===== src/rtl/uart_char_pkg.sv =====
package uart_char_pkg;
  localparam int BYTE_W = 8;
  localparam int CHAR_W = BYTE_W + 1;

  typedef enum logic {
    SEL_DATA = 1'b0,
    SEL_CTRL = 1'b1
  } reg_sel_e;

  typedef struct packed {
    logic              ninth;
    logic [BYTE_W-1:0] low;
  } char_t;
endpackage


===== src/rtl/uart_t8_stage.sv =====
module uart_t8_stage (
  input  logic clk,
  input  logic rst_n,
  input  logic wr_ctrl,
  input  logic ctrl_bit,
  input  logic commit,
  output logic staged,
  output logic live
);
  always_ff @(posedge clk or negedge rst_n) begin
    if (!rst_n) begin
      staged <= 1'b0;
      live   <= 1'b0;
    end else begin
      if (wr_ctrl) staged <= ctrl_bit;
      if (commit)  live   <= staged;
    end
  end

  assert_ctrl_only_stages_R2: assert property (@(posedge clk) disable iff (!rst_n)
    (wr_ctrl && !commit) |=> $stable(live));

  assert_commit_copies_R3: assert property (@(posedge clk) disable iff (!rst_n)
    (commit && !wr_ctrl) |=> (live == $past(staged)));
endmodule


===== src/rtl/uart_tx_slot.sv =====
module uart_tx_slot
  import uart_char_pkg::*;
#(
  parameter bit PARITY_ODD = 1'b0
) (
  input  logic              clk,
  input  logic              rst_n,
  input  logic              wr_data,
  input  logic [BYTE_W-1:0] wbyte,
  input  logic              ninth_in,
  input  logic              fmt_nine,
  input  logic              parity_en,
  input  logic              tx_ready,
  output logic              tx_valid,
  output logic [CHAR_W-1:0] tx_char,
  output logic              overrun,
  output logic              accept
);
  localparam int PAR_POS = BYTE_W - 1;

  char_t next_char;

  assign accept = wr_data && (!tx_valid || tx_ready);

  always_comb begin
    next_char.low   = wbyte;
    next_char.ninth = fmt_nine ? ninth_in : 1'b0;
    if (!fmt_nine && parity_en)
      next_char.low[PAR_POS] = (^wbyte[PAR_POS-1:0]) ^ PARITY_ODD;
  end

  always_ff @(posedge clk or negedge rst_n) begin
    if (!rst_n) begin
      tx_valid <= 1'b0;
      tx_char  <= '0;
      overrun  <= 1'b0;
    end else begin
      if (accept) begin
        tx_valid <= 1'b1;
        tx_char  <= next_char;
      end else if (tx_ready) begin
        tx_valid <= 1'b0;
      end
      if (wr_data && !accept) overrun <= 1'b1;
    end
  end

  assert_stall_holds_R5: assert property (@(posedge clk) disable iff (!rst_n)
    (tx_valid && !tx_ready) |=> (tx_valid && $stable(tx_char)));

  assert_drop_flags_R6: assert property (@(posedge clk) disable iff (!rst_n)
    (wr_data && tx_valid && !tx_ready) |=> (overrun && $stable(tx_char)));

  assert_flag_sticky_R6: assert property (@(posedge clk) disable iff (!rst_n)
    overrun |=> overrun);

  assert_eight_bit_ninth_zero_R9: assert property (@(posedge clk) disable iff (!rst_n)
    (wr_data && !fmt_nine && !tx_valid) |=> !tx_char[CHAR_W-1]);
endmodule


===== src/rtl/uart_rx_slot.sv =====
module uart_rx_slot
  import uart_char_pkg::*;
(
  input  logic              clk,
  input  logic              rst_n,
  input  logic              rx_valid,
  input  logic [CHAR_W-1:0] rx_char,
  input  logic              fmt_nine,
  input  logic              pop,
  output logic              rx_ready,
  output logic [BYTE_W-1:0] rx_byte,
  output logic              rx_ninth
);
  logic full;
  logic take;

  assign rx_ready = !full;
  assign take     = rx_valid && !full;

  always_ff @(posedge clk or negedge rst_n) begin
    if (!rst_n) begin
      full     <= 1'b0;
      rx_byte  <= '0;
      rx_ninth <= 1'b0;
    end else begin
      if (take) begin
        full     <= 1'b1;
        rx_byte  <= rx_char[BYTE_W-1:0];
        rx_ninth <= fmt_nine & rx_char[CHAR_W-1];
      end else if (pop) begin
        full <= 1'b0;
      end
    end
  end

  assert_capture_blocks_R7: assert property (@(posedge clk) disable iff (!rst_n)
    (rx_valid && rx_ready) |=> !rx_ready);

  assert_pop_frees_R8: assert property (@(posedge clk) disable iff (!rst_n)
    (!rx_ready && pop) |=> rx_ready);

  assert_holds_between_R8: assert property (@(posedge clk) disable iff (!rst_n)
    !(rx_valid && rx_ready) |=> ($stable(rx_byte) && $stable(rx_ninth)));
endmodule


===== src/rtl/uart_char_regs.sv =====
module uart_char_regs
  import uart_char_pkg::*;
#(
  parameter int T8_POS     = 6,
  parameter int R8_POS     = 7,
  parameter bit PARITY_ODD = 1'b0
) (
  input  logic              clk,
  input  logic              rst_n,
  input  logic              bus_sel,
  input  logic              bus_addr,
  input  logic              bus_wr,
  input  logic              bus_rd,
  input  logic [BYTE_W-1:0] bus_wdata,
  output logic [BYTE_W-1:0] bus_rdata,
  input  logic              fmt_nine,
  input  logic              parity_en,
  output logic              tx_valid,
  input  logic              tx_ready,
  output logic [CHAR_W-1:0] tx_char,
  input  logic              rx_valid,
  output logic              rx_ready,
  input  logic [CHAR_W-1:0] rx_char,
  output logic              tx_overrun
);
  reg_sel_e          sel;
  logic              wr_data, wr_ctrl, pop;
  logic              staged, live, accept;
  logic [BYTE_W-1:0] rx_byte;
  logic              rx_ninth;
  logic [BYTE_W-1:0] ctrl_view;

  assign sel     = reg_sel_e'(bus_addr);
  assign wr_data = bus_sel && bus_wr && (sel == SEL_DATA);
  assign wr_ctrl = bus_sel && bus_wr && (sel == SEL_CTRL);
  assign pop     = bus_sel && bus_rd && (sel == SEL_DATA);

  uart_t8_stage u_t8 (
    .clk      (clk),
    .rst_n    (rst_n),
    .wr_ctrl  (wr_ctrl),
    .ctrl_bit (bus_wdata[T8_POS]),
    .commit   (accept),
    .staged   (staged),
    .live     (live)
  );

  uart_tx_slot #(.PARITY_ODD(PARITY_ODD)) u_tx (
    .clk       (clk),
    .rst_n     (rst_n),
    .wr_data   (wr_data),
    .wbyte     (bus_wdata),
    .ninth_in  (staged),
    .fmt_nine  (fmt_nine),
    .parity_en (parity_en),
    .tx_ready  (tx_ready),
    .tx_valid  (tx_valid),
    .tx_char   (tx_char),
    .overrun   (tx_overrun),
    .accept    (accept)
  );

  uart_rx_slot u_rx (
    .clk      (clk),
    .rst_n    (rst_n),
    .rx_valid (rx_valid),
    .rx_char  (rx_char),
    .fmt_nine (fmt_nine),
    .pop      (pop),
    .rx_ready (rx_ready),
    .rx_byte  (rx_byte),
    .rx_ninth (rx_ninth)
  );

  for (genvar b = 0; b < BYTE_W; b++) begin : g_ctrl_view
    if (b == T8_POS)      begin : g_t8   assign ctrl_view[b] = live;     end
    else if (b == R8_POS) begin : g_r8   assign ctrl_view[b] = rx_ninth; end
    else                  begin : g_zero assign ctrl_view[b] = 1'b0;     end
  end

  assign bus_rdata = (sel == SEL_DATA) ? rx_byte : ctrl_view;

  initial assert (T8_POS != R8_POS && T8_POS < BYTE_W && R8_POS < BYTE_W);

  assert_dropped_write_keeps_live_R6: assert property (@(posedge clk) disable iff (!rst_n)
    (wr_data && tx_valid && !tx_ready) |=> $stable(live));
endmodule


===== config.mk =====
export PLATFORM = sky130hd
export DESIGN_NAME = uart_char_regs
export DESIGN_NICKNAME = d
export VERILOG_FILES = /design/src/rtl/uart_char_pkg.sv /design/src/rtl/uart_t8_stage.sv /design/src/rtl/uart_tx_slot.sv /design/src/rtl/uart_rx_slot.sv /design/src/rtl/uart_char_regs.sv
export SDC_FILE = /design/constraint.sdc
export NUM_CORES = 1
export LEC_CHECK = 0
export ABC_CLOCK_PERIOD_IN_PS = 1400
export BUFFER_PORTS_ARGS = -buffer_cell sky130_fd_sc_hd__buf_2
export CAP_MARGIN = 10
export CORE_UTILIZATION = 46
export CTS_CLUSTER_DIAMETER = 60
export DETAILED_ROUTE_END_ITERATION = 12
export PLACE_DENSITY = 0.78
export SYNTH_ARGS = -nofsm -noshare
export SYNTH_HDL_FRONTEND = slang
export SYNTH_HIERARCHICAL = 1
export SYNTH_SLANG_ARGS = --single-unit

===== constraint.sdc =====
create_clock -name clk -period 1.4 [get_ports clk]
set_input_delay 0.21 -clock clk [delete_from_list [all_inputs] [get_ports clk]]
set_output_delay 0.21 -clock clk [all_outputs]
set_load 0.005 [all_outputs]

==> metrics.yaml <==
htree_levels: 1
dp_hpwl_um: 1510
drtAntennaViolNets: 0
yosysWarnings: 6
finalSetupTns_ns: 0
post-route-min-period_ns: 1.29
critPathCaptureType: "output pin"
root_buffer: "clkbuf_4"
dp_cells: 151
pre_cts_ws_ns: 0.126
antennaDiodeCount: 0
grt_pass1_vias: 726
postSynthNetCount: 103
io-pin-count: 47
timing.final.hold_violations: 0
r2r-end: "u_tx/tx_char[6]"
r2r_slack_ns: 0.19
powerDensity_nw_per_um2: 1450
leakagePower_nw: 0.743
post_cts_buffers: 0
final_util_pct: 62.3
yosysTopAreaCellShare_pct: 53.5
period_share_pct: 92.3
final-max-slew-violation-count: 0
crit_path_max_incr_delay_ns: 0.40
rows: 17
layout_common_cells: "buf_2 (46), dfrtp_1 (23), mux2_4 (10), mux2_2 (8), nor2b_1 (7)"
status: "completed"
core_area_um2: 2210
p_comb_share_pct: 35.5
avgViaCountPerCell: 4.71
crit_path_end: "bus_rdata[6]"
worst_pin_slew_ns: 0.483
ys_ff_latch: 23
power_frac_clock_pct: 14.7
holdCritPathClass: "input pin to flip-flop"
p_seq_share_pct: 49.8
antenna_found_initial: 0
r2r-start: "u_tx/tx_valid"
worst-r2r-cell-count: 4
synthDistinctLibCells: 19
synthTopCellsByArea: "dfrtp_1 (53%), mux2_4 (14%), mux2_2 (8.4%)"
synth_cells: 76
cp.arrival_ns: 1.08
layout-area-overhead-vs-synth_pct: 28.0
die_y_um: 50.4
fmax_mhz: 774
num_vias: 734
drt_iter0_markers: 16
grt_overflow: 0
slew_headroom_pct: 67.8
start_kind: "flip-flop"
fin_ws_ns: 0.108
final_common_cell: "buf_2"
place_congestion: 0.726
critPathKind: "flip-flop to output pin"
maxCapViolations: 0
p_sw_mw: 0.532
multi_input_area_um2: 463
instances_no_fill: 156
finalSetupViolations: 0
die_width_um: 50.4
num-fill-cells: 186
clkTransAtPathRegs_ns: 0.11
cpMaxStageDelayCell: "dfrtp_1"
portBuffers: 46
synth.avg_cell_area_um2: 14.2
clock_path_buffers: 2
power_mw: 2.00
fin_nets: 156
fin_skew_ns: 0.00673
seq_area_frac_synth_pct: 53.5
synth_top_cell_by_area: "dfrtp_1"
rsz0062_at_grt: "false"
start_util_pct: 48.6
dieArea_um2: 2540
power.internal_mw: 1.46
grt_max_degree: 24
firstDrtPassIters: 4
drive_gt1_share_pct: 54.7
cp_max_fo: 2
syn_area_um2: 1080
peakVddDrop_mv: 0.932
grt_pass1_wl_um: 3160
wl_per_cell_um: 12.4
track_usage_pct: 16.5
crit_path_start: "u_rx/rx_byte[6]"
cts_sinks: 23
cts_tree: "done"
clk_latency_ns: 0.30
cts_made_buffers: 3
crit_chain: "mux2_4, buf_2"
crit_required_ns: 1.19
wl_um: 1930
seq_area_um2: 576
p_sw_share_pct: 26.6
drc: 0
[area by class of cell]
type,count,area share [%]
clock buffers,4,1.91
inverters,4,1.09
multi-input cells,47,33.6
flip-flops and latches,23,41.8
well taps,28,2.54
repair buffers,50,19.1
[flip-flops by register name, summed over array words and instances (netlist names)]
name and cells:
u_rx/full 1, u_rx/rx_byte 8, u_rx/rx_ninth 1, u_t8/live 1, u_t8/staged 1, u_tx/overrun 1
u_tx/tx_char 9, u_tx/tx_valid 1
[synthesized netlist by cell type]
cell type	number
mux2i_1	2
buf_6	2
and3_1	1
o21bai_1	2
xor2_1	2
nand2_1	5
nand3_1	1
a21oi_1	1
mux2_2	8
dfrtp_1	23
nand2b_1	1
mux2_1	1
nor2b_1	7
nor2_1	1
xnor3_1	2
inv_1	4
and3b_1	2
mux2_4	10
and2b_1	1
[cells by family (layout without fill, tap and decap cells)]
group                  after synthesis  count (layout)  share of synthesized area, %
flip-flops                          23              23                          53.5
multiplexers                        21              21                          25.2
AND/OR/NAND/NOR                     19              19                          10.1
buffers and inverters                6              58                          3.49
XOR/XNOR                             4               4                          5.81
AO/OA/AOI/OAI                        3               3                          1.86
[per-layer routing]
layer	up-vias	GRT usage, %	part of all wire [%]
met5	-	0	0
met4	0	5.56	0.78
met3	2	2.12	4.5
met2	23	25.8	48
met1	347	23.9	46
li1	362	-	-
[how the worst min path moves through the flow]
stage,end,cells after the start,start,slack [ns]
after floorplan,u_rx/full,0,rst_n,-0.09
after global placement,u_tx/tx_char[0],1,rst_n,0.20
after detailed placement,u_tx/tx_char[0],1,rst_n,0.20
after CTS,u_rx/rx_byte[5],2,rx_char[5],0.12
after global routing,u_rx/rx_byte[6],2,rx_char[6],0.11
final,u_rx/rx_byte[7],2,rx_char[7],0.14
[timing repair]
item	4_1_cts	5_1_grt
gates resized for setup	0	0
endpoints found under the hold margin	23	0
hold buffers	1	0
[critical path: cells and delay by family (launching register included)]
kind	cells	cell delay, ns
muxes	1	0.26
DFF	1	0.40
buffers and inverters	1	0.13
[metrics by stage]
step / hold slack, ns / cell area [µm²]
finish: 0.138 / 1380
global route: 0.114 / 1380
floorplan: -0.0856 / 1080
CTS: 0.125 / 1380
detailed placement: 0.204 / 1340
global placement: 0.199 / 1340
[power by group through the flow]
stage / registers, mW / logic [mW] / clock network (mW)
after floorplan: 0.987 / 0.469 / 0
after global placement: 0.996 / 0.692 / 0
after detailed placement: 1.01 / 0.712 / 0
after CTS: 0.996 / 0.717 / 0.305
after global routing: 1.03 / 0.770 / 0.336
final: 0.995 / 0.708 / 0.294
No activity file was read; power rests on OpenSTA's default activity.
